## config.mk

```make
export PLATFORM = sky130hd
export DESIGN_NAME = logic_slice_mux
export DESIGN_NICKNAME = d
export VERILOG_FILES = /design/src/rtl/slice_mux_pkg.sv /design/src/rtl/slice_half_comb.sv /design/src/rtl/slice_ff.sv /design/src/rtl/logic_slice_mux.sv
export SDC_FILE = /design/constraint.sdc
export NUM_CORES = 1
export LEC_CHECK = 0
export ABC_AREA = 1
export CAP_MARGIN = 0
export CORE_MARGIN = 3
export CORE_UTILIZATION = 30
export CTS_CLUSTER_DIAMETER = 40
export DETAILED_ROUTE_END_ITERATION = 8
export DONT_BUFFER_PORTS = 1
export PLACE_DENSITY = 0.4
export SYNTH_ARGS = -nofsm -noshare
export SYNTH_HDL_FRONTEND = slang
export SYNTH_SLANG_ARGS = --single-unit
```

## constraint.sdc

```tcl
create_clock -name clk -period 2.8 [get_ports clk]
set_input_delay 0.42 -clock clk [delete_from_list [all_inputs] [get_ports clk]]
set_output_delay 0.42 -clock clk [all_outputs]
set_load 0.005 [all_outputs]
```

## src/rtl/slice_mux_pkg.sv

```systemverilog
package slice_mux_pkg;

    localparam int LUT_IN    = 4;
    localparam int LUT_DEPTH = 1 << LUT_IN;
    localparam int SEL_W     = 2;
    localparam int HALVES    = 2;

    typedef enum logic {
        SRC_TABLE = 1'b0,
        SRC_MUX   = 1'b1
    } comb_src_e;

    typedef struct packed {
        logic [LUT_DEPTH-1:0] truth;
        comb_src_e            src;
        logic                 ff_pin;
    } half_cfg_t;

    function automatic logic table_eval(input logic [LUT_DEPTH-1:0] t,
                                        input logic [LUT_IN-1:0]    a);
        return t[a];
    endfunction

    function automatic logic mux_pick(input logic [LUT_IN-1:0] d,
                                      input logic [SEL_W-1:0]  s);
        return d[s];
    endfunction

endpackage

```

## src/rtl/slice_half_comb.sv

```systemverilog
module slice_half_comb
    import slice_mux_pkg::*;
(
    input  half_cfg_t            cfg,
    input  logic [LUT_IN-1:0]    din,
    input  logic [SEL_W-1:0]     sel,
    input  logic                 pin,
    input  logic                 pins_busy,
    output logic                 comb,
    output logic                 d
);

    logic table_bit;
    logic mux_bit;

    always_comb begin
        table_bit = table_eval(cfg.truth, din);
        mux_bit   = mux_pick(din, sel);
        comb      = (cfg.src == SRC_MUX) ? mux_bit : table_bit;
        d         = (cfg.ff_pin && !pins_busy) ? pin : comb;
    end

endmodule

```

## src/rtl/slice_ff.sv

```systemverilog
module slice_ff (
    input  logic clk,
    input  logic rst,
    input  logic ce,
    input  logic d,
    output logic q
);

    always_ff @(posedge clk) begin
        if (rst)
            q <= 1'b0;
        else if (ce)
            q <= d;
    end

    AST_RESET_CLEARS: assert property (@(posedge clk) rst |=> (q == 1'b0));
    AST_CE_HOLD: assert property (@(posedge clk) disable iff (rst)
        !ce |=> $stable(q));
    AST_CE_LOAD: assert property (@(posedge clk) disable iff (rst)
        ce |=> (q == $past(d)));

endmodule

```

## src/rtl/logic_slice_mux.sv

```systemverilog
module logic_slice_mux
    import slice_mux_pkg::*;
(
    input  logic                 clk,
    input  logic                 rst,
    input  logic                 ce,
    input  logic [LUT_DEPTH-1:0] cfg_truth_f,
    input  logic [LUT_DEPTH-1:0] cfg_truth_g,
    input  logic [HALVES-1:0]    cfg_mux_mode,
    input  logic [HALVES-1:0]    cfg_ff_pin,
    input  logic [LUT_IN-1:0]    lut_in_f,
    input  logic [LUT_IN-1:0]    lut_in_g,
    input  logic                 byp_x,
    input  logic                 byp_y,
    output logic                 comb_f,
    output logic                 comb_g,
    output logic                 q_f,
    output logic                 q_g,
    output logic                 cfg_conflict
);

    half_cfg_t             cfg_v  [HALVES];
    logic [LUT_IN-1:0]     din_v  [HALVES];
    logic [HALVES-1:0]     pin_v;
    logic [HALVES-1:0]     comb_v;
    logic [HALVES-1:0]     d_v;
    logic [HALVES-1:0]     q_v;
    logic [SEL_W-1:0]      sel;
    logic                  pins_busy;

    assign sel       = {byp_y, byp_x};
    assign pin_v     = {byp_y, byp_x};
    assign pins_busy = |cfg_mux_mode;

    always_comb begin
        cfg_v[0].truth  = cfg_truth_f;
        cfg_v[0].src    = comb_src_e'(cfg_mux_mode[0]);
        cfg_v[0].ff_pin = cfg_ff_pin[0];
        cfg_v[1].truth  = cfg_truth_g;
        cfg_v[1].src    = comb_src_e'(cfg_mux_mode[1]);
        cfg_v[1].ff_pin = cfg_ff_pin[1];
        din_v[0]        = lut_in_f;
        din_v[1]        = lut_in_g;
    end

    for (genvar h = 0; h < HALVES; h++) begin : g_half
        slice_half_comb u_comb (
            .cfg       (cfg_v[h]),
            .din       (din_v[h]),
            .sel       (sel),
            .pin       (pin_v[h]),
            .pins_busy (pins_busy),
            .comb      (comb_v[h]),
            .d         (d_v[h])
        );

        slice_ff u_ff (
            .clk (clk),
            .rst (rst),
            .ce  (ce),
            .d   (d_v[h]),
            .q   (q_v[h])
        );

        AST_CONFLICT_TAKES_COMB: assert property (@(posedge clk) disable iff (rst)
            cfg_conflict |-> (d_v[h] == comb_v[h]));
        AST_PIN_FEEDS_D: assert property (@(posedge clk) disable iff (rst)
            (!cfg_conflict && cfg_ff_pin[h]) |-> (d_v[h] == pin_v[h]));
    end

    assign cfg_conflict = (|cfg_ff_pin) && pins_busy;
    assign comb_f       = comb_v[0];
    assign comb_g       = comb_v[1];
    assign q_f          = q_v[0];
    assign q_g          = q_v[1];

endmodule

```

==> results of run 1 <==
[layer usage]
metal,vias to the layer above,global-route usage
met4,0,0.01422
met3,0,0.03670
met1,281,0.1861
met2,33,0.2009
met5,-,0
li1,366,-
[worst register-to-register path, cell delays in order (launching register included)]
cell and delay, ns:
dfxtp_1 0.34, nand2_1 0.08, a21oi_2 0.12
[power by group through the flow]
stage / Sequential (uW) / Combinational, uW / Clock (uW)
2_1_floorplan: 32.5 / 64.2 / 0
3_3_place_gp: 32.9 / 64.5 / 0
3_5_place_dp: 32.9 / 64.9 / 0
4_1_cts: 32.6 / 65.1 / 64.9
5_1_grt: 32.7 / 76.0 / 70.3
6_report: 32.6 / 63.6 / 63.2
[Yosys cell counts (all sizes together)]
master / n / share of area
nor2: 3 / 0.020
buf: 3 / 0.049
o21ai: 4 / 0.036
o211ai: 2 / 0.027
dfxtp: 2 / 0.071
nand2: 54 / 0.38
nand3: 28 / 0.27
a21oi: 4 / 0.049
inv: 13 / 0.10
[cell type report]
class,instances,area share
Inverter,13,0.09979
Sequential cell,2,0.06794
Multi-Input combinational cell,95,0.7410
Clock buffer,3,0.03822
Tap cell,25,0.05308
[logic make-up (layout without fill, tap and decap cells)]
group | after synthesis | after routing | share of synthesized area
and+or+nand+nor | 85 | 85 | 0.6644
buffers and inverters | 16 | 16 | 0.1533
AOI/OAI and AO/OA | 10 | 10 | 0.1111
DFF | 2 | 2 | 0.07111
[per-stage QoR]
| step | hold WS (ns) | power, uW | setup WS, ns | util | cell area (um2) |
|---|---|---|---|---|---|
| 3_3_place_gp | 0.4832 | 97.43 | 1.391 | 0.3247 | 566.8 |
| 4_1_cts | 0.2489 | 162.6 | 1.380 | 0.3376 | 589.3 |
| 6_report | 0.2525 | 159.4 | 1.391 | 0.3376 | 589.3 |
| 2_1_floorplan | 0.4656 | 96.67 | 1.340 | - | 563.0 |
| 5_1_grt | 0.2413 | 179.0 | 1.251 | 0.3376 | 589.3 |
| 3_5_place_dp | 0.4824 | 97.82 | 1.380 | 0.3247 | 566.8 |
[how the worst max path moves through the flow]
stage | endpoint | startpoint | slack [ns] | cells past startpoint
floorplan | comb_f | lut_in_f[0] | 1.34 | 10
global placement | comb_f | lut_in_f[0] | 1.39 | 9
detailed placement | comb_f | lut_in_f[0] | 1.38 | 9
CTS | comb_f | lut_in_f[0] | 1.38 | 9
global route | comb_f | lut_in_f[0] | 1.25 | 9
finish | comb_f | lut_in_f[0] | 1.39 | 9
==> results.md, run 1 <==
* M1 WL at 718 um
* Outcome: completed
* Syn Area/Cell at 4.983 um2
* Worst R2R Path Depth at 2
* First-pass iteration count of the detailed router at 4
* Pwr/cell area at 270.5 mW/mm2
* First-pass GRT wire length at 2691 um
* Share of cells above drive strength 1 at 0.1150
* Class of the worst hold path: primary input to register
* Net Sw Power at 53.22 uW
* FF-to-FF setup slack at 2.20 ns
* Routed wl met2 at 703 um
* CP max stage delay at 0.08 ns
* Max-Slew Margin vs Limit at 0.8797
* Largest registers: g_half.u_ff.q x2
* Critical path class: primary input to output pin
* Slew Viols, Final at 0
* DP Wirelength at 1376 um
* Power share of the combinational group at 0.399
* RSZ-0062 raised after global routing: no
* Vias in the first global route at 642
* CP cell instances: inv_6 -> nand2_1 -> nand3_1 -> nand3_1 -> nand2_1 -> nand2_1 -> nand2_1 -> nand2_2 -> nand2_1
* GRT Total Usage at 0.1313
* Top Metal Used: met3
* Synthesized Nets at 162
* Sequential share of the synthesized area at 0.07111
* Top Family by Delay on Critical Path: simple AND/OR/NAND/NOR gates
* Post-Place Cells at 135
* Fin. Hold Viols at 0
* Setup_tns at 0 ns
* Reg2reg end: g_half[1].u_ff.q
* Clock slew seen by the registers of the worst setup and hold paths at 0.03 ns
* Post-route DRC at 0
* Vias per inst at 4.928
* Critical Path Start Type: primary input
* WP data arrival at 0.99 ns
* Initial antenna violation count at 0
* Yosys warns at 0
* Post-CTS setup buffers at 0
* Sw frac at 0.3339
* WP buf/inv at 1
* Hold endpoint: g_half[1].u_ff.q
* Layout area overhead at 4.667%
* Fin nets at 164
* Register area at 40.04 um2
* MaxCap Viol Count at 0
* Tmin final at 1.409 ns
* Max reg flops at 2
* Initial Util at 0.3226
* R2r startpoint: g_half[1].u_ff.q
* Port Buffers at 0
* Met3 wire len at 157 um
* HP Start: rst
* Leading cell type in the layout, fill and taps excluded: nand2_1
* DRT antenna net count at 0
* Most frequent CP cell: nand2_1
* Core area at 0.001745 mm2
* Fillers at 210
* Multi-input gate area at 436.7 um2
* Die W at 49.32 um
* Clock root buffer: clkbuf_4
* WL/cell at 11.45 um
* Fmax at 0.7095 GHz
* Slew @ Worst Pin at 0.1798 ns
* CTS max path bufs at 2
* Post-Route WL at 1580 um
* DR iter-0 viols at 6
* Worst path required time at 2.38 ns
* Clk_lat worst skew at 0.22 ns
* Sink Count at 2
* Yosys reg bits at 2
* Post-CTS Hold Buffers at 0
* Worst path slowest cell: nand2_1
* Ant. Diodes at 0
* Final cell count without fillers at 138
* Netlist cell types at 14
* Die height at 49.32 um
* Clock tree from TritonCTS: built
* FP Rows at 15
* Reg with most FFs: g_half.u_ff.q
* Hold path depth at 1
* Leakage power at 0.0003162 uW
* Num CTS Buffers at 3
* Clock Skews at 0 ns
* Cell Area, Synth at 563.0 um2
* Sequential share of power at 0.204
* Die Area at 0.002432 mm2
* Final Cycle Share at 0.5034
* CTS H-tree lvls at 1
* Setup Viol. Count Final at 0
* GRT overflow at 0
* Resized Gates After CTS at 0
* Crit end category: output pin
* Post-Syn Instances at 113
* Vias at 680
* Placer Congestion at 0.7003
* Clock power share at 0.396
* Commonest non-fill, non-tap cells in the layout: nand2_1, nand3_1, inv_1
* IO Pins at 54
* VDD IR max at 0.0001245 V
* Internal power at 106.2 uW
* Critical path fanouts, max at 9
* Pin count of the biggest net entering global routing at 10
(Power assumes the default switching activity.)
==> inputs of run 2 (changes only) <==
==> constraint.sdc (replaced) <==
create_clock -name clk -period 1.3 [get_ports clk]
set_input_delay 0.195 -clock clk [delete_from_list [all_inputs] [get_ports clk]]
set_output_delay 0.195 -clock clk [all_outputs]
set_load 0.005 [all_outputs]
==> run 2 against run 1 <==
  * Sequential share of layout area did not move
  * First-iteration DRC count fell by 50%
  * Utilization did not move
  * Count of clock-buffer cells in the layout did not move
  * Worst setup slack got worse by 1.1 ns
  * Combinational power rose by 120%
  * Critical path type unchanged
==> results.md, run 2 (synthesis gave the netlist of run 1 again) <==
* Vias per inst at 4.884
* Ant. Diodes at 0
* Sequential share of power at 0.205
* Class of the worst hold path: primary input to register
* Vias in the first global route at 648
* Post-route DRC at 0
* GRT overflow at 0
* Cell area after layout at 589.3 um2
* Fmax at 1.027 GHz
* Leading cell type in the layout, fill and taps excluded: nand2_1
* Sw frac at 0.3321
* Layout area overhead at 4.667%
* Post-Route WL at 1602 um
* DRT antenna net count at 0
* Clock root buffer: clkbuf_4
* FP Rows at 15
* DP Wirelength at 1382 um
* Post-Place Cells at 135
* Placer Congestion at 0.7347
* Commonest non-fill, non-tap cells in the layout: nand2_1, nand3_1, inv_1
* FF-to-FF setup slack at 0.70 ns
* Clock slew seen by the registers of the worst setup and hold paths at 0.03 ns
* Setup Viol. Count Final at 0
* Fin. Hold Viols at 0
* Core area at 0.001745 mm2
* Setup_tns at 0 ns
* Share of cells above drive strength 1 at 0.1150
* Resized Gates After CTS at 0
* Worst slack at placement at 0.3178 ns
* Worst path slowest cell: nand3_1
* Port Buffers at 0
* Net Sw Power at 113.6 uW
* Num CTS Buffers at 3
* Internal power at 228.5 uW
* First-pass iteration count of the detailed router at 4
* GRT Total Usage at 0.1313
* CTS max path bufs at 2
* Sink Count at 2
* CP max stage delay at 0.08 ns
* First-pass GRT wire length at 2635 um
* Critical path class: primary input to output pin
* CP cell instances: inv_6 -> nand2_1 -> nand3_1 -> nand3_1 -> nand2_1 -> nand2_1 -> nand2_1 -> nand2_2 -> nand2_1
* Worst path required time at 1.11 ns
* Fillers at 225
* Outcome: completed
* WL/cell at 11.61 um
* WP data arrival at 0.78 ns
* Max reg flops at 2
* Clock power share at 0.391
* RSZ-0062 raised after global routing: no
* Vias at 674
* Clock Skews at 0 ns
* Reg with most FFs: g_half.u_ff.q
* Slew Viols, Final at 0
* CTS H-tree lvls at 1
* Die height at 49.32 um
* Critical Path Start Type: primary input
* DR iter-0 viols at 3
* Clk_lat worst skew at 0.22 ns
* Crit end category: output pin
* Largest registers: g_half.u_ff.q x2
* Initial Util at 0.3226
* Critical path fanouts, max at 9
* Setup ws final at 0.3261 ns
* Die W at 49.32 um
* Fin nets at 164
* Tmin final at 0.9739 ns
* Power share of the combinational group at 0.404
* Initial antenna violation count at 0
* IO Pins at 54
* Leakage power at 0.0003162 uW
* Die Area at 0.002432 mm2
* Most frequent CP cell: nand2_1
* Post-CTS setup buffers at 0
* Post-CTS Hold Buffers at 0
* Pin count of the biggest net entering global routing at 10
* DP Area at 566.8 um2
* MaxCap Viol Count at 0
* VDD IR max at 0.0002543 V
* Max-Slew Margin vs Limit at 0.8816
* Final Cycle Share at 0.7491
* Pwr/cell area at 580.6 mW/mm2
* Final cell count without fillers at 138
* Clock tree from TritonCTS: built
* Slew @ Worst Pin at 0.1769 ns
run 2: power groups by stage:
stage / sequential (uW) / combinational [uW] / clock (uW)
6_report: 70.2 / 138 / 134
5_1_grt: 70.5 / 163 / 146
4_1_cts: 70.2 / 141 / 138
3_5_place_dp: 71.0 / 140 / 0
3_3_place_gp: 70.9 / 139 / 0
2_1_floorplan: 70.0 / 138 / 0
run 2: stage by stage:
stage / util / hold WS [ns] / power [uW]
3_5_place_dp: 0.3247 / 0.2599 / 211.2
3_3_place_gp: 0.3247 / 0.2585 / 210.0
2_1_floorplan: - / 0.2574 / 208.2
6_report: 0.3376 / 0.03391 / 342.1
5_1_grt: 0.3376 / 0.02683 / 379.2
4_1_cts: 0.3376 / 0.03071 / 348.8
run 2: final cells by class:
class | instances | area, um2 | share of cell area
Inverter | 13 | 58.81 | 0.09979
Tap cell | 25 | 31.28 | 0.05308
Sequential cell | 2 | 40.04 | 0.06794
Multi-Input combinational cell | 95 | 436.7 | 0.7410
Clock buffer | 3 | 22.52 | 0.03822
run 2: path summary, 6_finish.rpt:
path | from | end | cells after the start
worst max-delay path | lut_in_f[0] | comb_f | 9
worst min-delay path | rst | g_half[1].u_ff.q | 1
worst max register to register | g_half[1].u_ff.q | g_half[1].u_ff.q | 2
worst min register to register | g_half[0].u_ff.q | g_half[0].u_ff.q | 2
run 2: layer usage:
| metal | part of all wire | track usage | vias up |
|---|---|---|---|
| met5 | 0 | 0 | - |
| met4 | 0 | 0.04265 | 0 |
| met3 | 0.099 | 0.02141 | 0 |
| met2 | 0.44 | 0.2031 | 31 |
| met1 | 0.47 | 0.1825 | 277 |
| li1 | - | - | 366 |
run 2: critical path, delay by kind of cell:
| family | cells | cell delay, ns |
|---|---|---|
| AND/OR/NAND/NOR | 8 | 0.53 |
| buffers and inverters | 1 | 0.06 |
==> inputs of run 3 (changes only) <==
==> constraint.sdc (replaced) <==
create_clock -name clk -period 1 [get_ports clk]
set_input_delay 0.15 -clock clk [delete_from_list [all_inputs] [get_ports clk]]
set_output_delay 0.15 -clock clk [all_outputs]
set_load 0.005 [all_outputs]
==> run 3 against run 2 <==
  * Sequential power increased by 29%
  * Critical path depth unchanged
  * Global-route usage increased by 0.24 points
  * Critical path type unchanged
  * Critical endpoint unchanged
  * Largest cell class unchanged
  * Highest routed layer unchanged
==> results.md, run 3 (synthesis gave the netlist of run 1 again) <==
* Initial antenna violation count at 0
* DP Area at 566.8 um2
* Post-route DRC at 0
* Crit end category: output pin
* CTS H-tree lvls at 1
* VDD IR max at 0.0002961 V
* Most frequent CP cell: nand2_1
* CP cell instances: inv_6 -> nand2_1 -> nand3_1 -> nand3_1 -> nand2_1 -> nand2_1 -> nand2_1 -> nand2_2 -> nand2_1
* Vias per inst at 4.849
* Post-Route WL at 1595 um
* First-pass iteration count of the detailed router at 2
* Critical Path Start Type: primary input
* Class of the worst hold path: primary input to register
* RSZ-0062 raised after global routing: no
* Leading cell type in the layout, fill and taps excluded: nand2_1
* GRT Total Usage at 0.1337
* Slew @ Worst Pin at 0.1702 ns
* Vias at 674
* Worst path slowest cell: nand3_1
* Clk_lat worst skew at 0.22 ns
* Leakage power at 0.0003204 uW
* Critical path class: primary input to output pin
* DRT antenna net count at 0
* Setup_tns at 0 ns
* Core area at 0.001745 mm2
* Clock slew seen by the registers of the worst setup and hold paths at 0.03 ns
* Tmin final at 0.8782 ns
* Num CTS Buffers at 3
* CP max stage delay at 0.08 ns
* Register area at 40.04 um2
* Slew Viols, Final at 0
* Die W at 49.32 um
* Vias in the first global route at 636
* CTS max path bufs at 2
* MaxCap Viol Count at 0
* Layout area overhead at 6.444%
* Pwr/cell area at 745.9 mW/mm2
* IO Pins at 54
* Commonest non-fill, non-tap cells in the layout: nand2_1, nand3_1, inv_1
* Clock root buffer: clkbuf_4
* Fillers at 224
* Max reg flops at 2
* Fmax at 1.139 GHz
* Outcome: completed
* Ant. Diodes at 0
* Placer Congestion at 0.7431
* Max-Slew Margin vs Limit at 0.8854
* GRT overflow at 0
* WP data arrival at 0.73 ns
* Pin count of the biggest net entering global routing at 10
* Fin nets at 165
* Initial Util at 0.3226
* Fin. Hold Viols at 0
* Resized Gates After CTS at 0
* Multi-input gate area at 436.7 um2
* Worst path required time at 0.85 ns
* DP Wirelength at 1384 um
* Hold WS at 0.1250 ns
* Clock Skews at 0 ns
* Clock tree from TritonCTS: built
* Share of cells above drive strength 1 at 0.1140
* Setup Viol. Count Final at 0
* DR iter-0 viols at 14
* FP Rows at 15
* WL/cell at 11.47 um
* Sink Count at 2
* Final Cycle Share at 0.8782
* Cell area after layout at 599.3 um2
* First-pass GRT wire length at 2697 um
* Largest registers: g_half.u_ff.q x2
* Die Area at 0.002432 mm2
* Critical path fanouts, max at 9
* Total chip power at 447.0 uW
* Port Buffers at 0
* Die height at 49.32 um
* Reg with most FFs: g_half.u_ff.q
## run 3: path summary, 6_finish.rpt
| check | startpoint | to | slack [ns] | cells after the start |
|---|---|---|---|---|
| setup / recovery | lut_in_f[0] | comb_f | 0.12 | 9 |
| hold / removal | ce | g_half[0].u_ff.q | 0.12 | 3 |
| setup reg to reg | g_half[1].u_ff.q | g_half[1].u_ff.q | 0.41 | 2 |
| hold reg to reg | g_half[1].u_ff.q | g_half[1].u_ff.q | 0.49 | 2 |
## run 3: report_power, final
| group | switching [uW] | total (uW) | internal [uW] |
|---|---|---|---|
| logic | 104 | 185 | 81.0 |
| clock network | 39.7 | 172 | 132 |
| registers | 4.10 | 90.7 | 86.6 |
## run 3: layer usage
layer / routed length (um) / GRT usage
met5: 0 / 0
met4: 0 / 0.02844
met3: 160 / 0.03058
met2: 683 / 0.2009
met1: 751 / 0.1909
## run 3: cell type report
class                           count  area share
Sequential cell                     2     0.06681
Timing Repair Buffer                1     0.01670
Multi-Input combinational cell     95      0.7286
Clock buffer                        3     0.03758
Inverter                           13     0.09812
Tap cell                           25     0.05219
## run 3: timing repair
| action | 4_1_cts | 5_1_grt |
|---|---|---|
| endpoints found under the hold margin | 2 | 0 |
| hold buffers | 1 | 0 |
| setup endpoints to repair | 0 | 0 |
| setup buffers | 0 | 0 |
## run 3: critical path, delay by kind of cell
kind	cells	cell delay (ns)
and+or+nand+nor	8	0.51
buffers and inverters	1	0.06
## run 3: per-stage QoR
stage,instances,utilization,worst slack (ns)
detailed placement,135,0.3247,0.06889
global route,139,0.3434,0.01728
floorplan,113,-,0.04162
global placement,135,0.3247,0.07633
CTS,139,0.3434,0.1160
finish,139,0.3434,0.1218
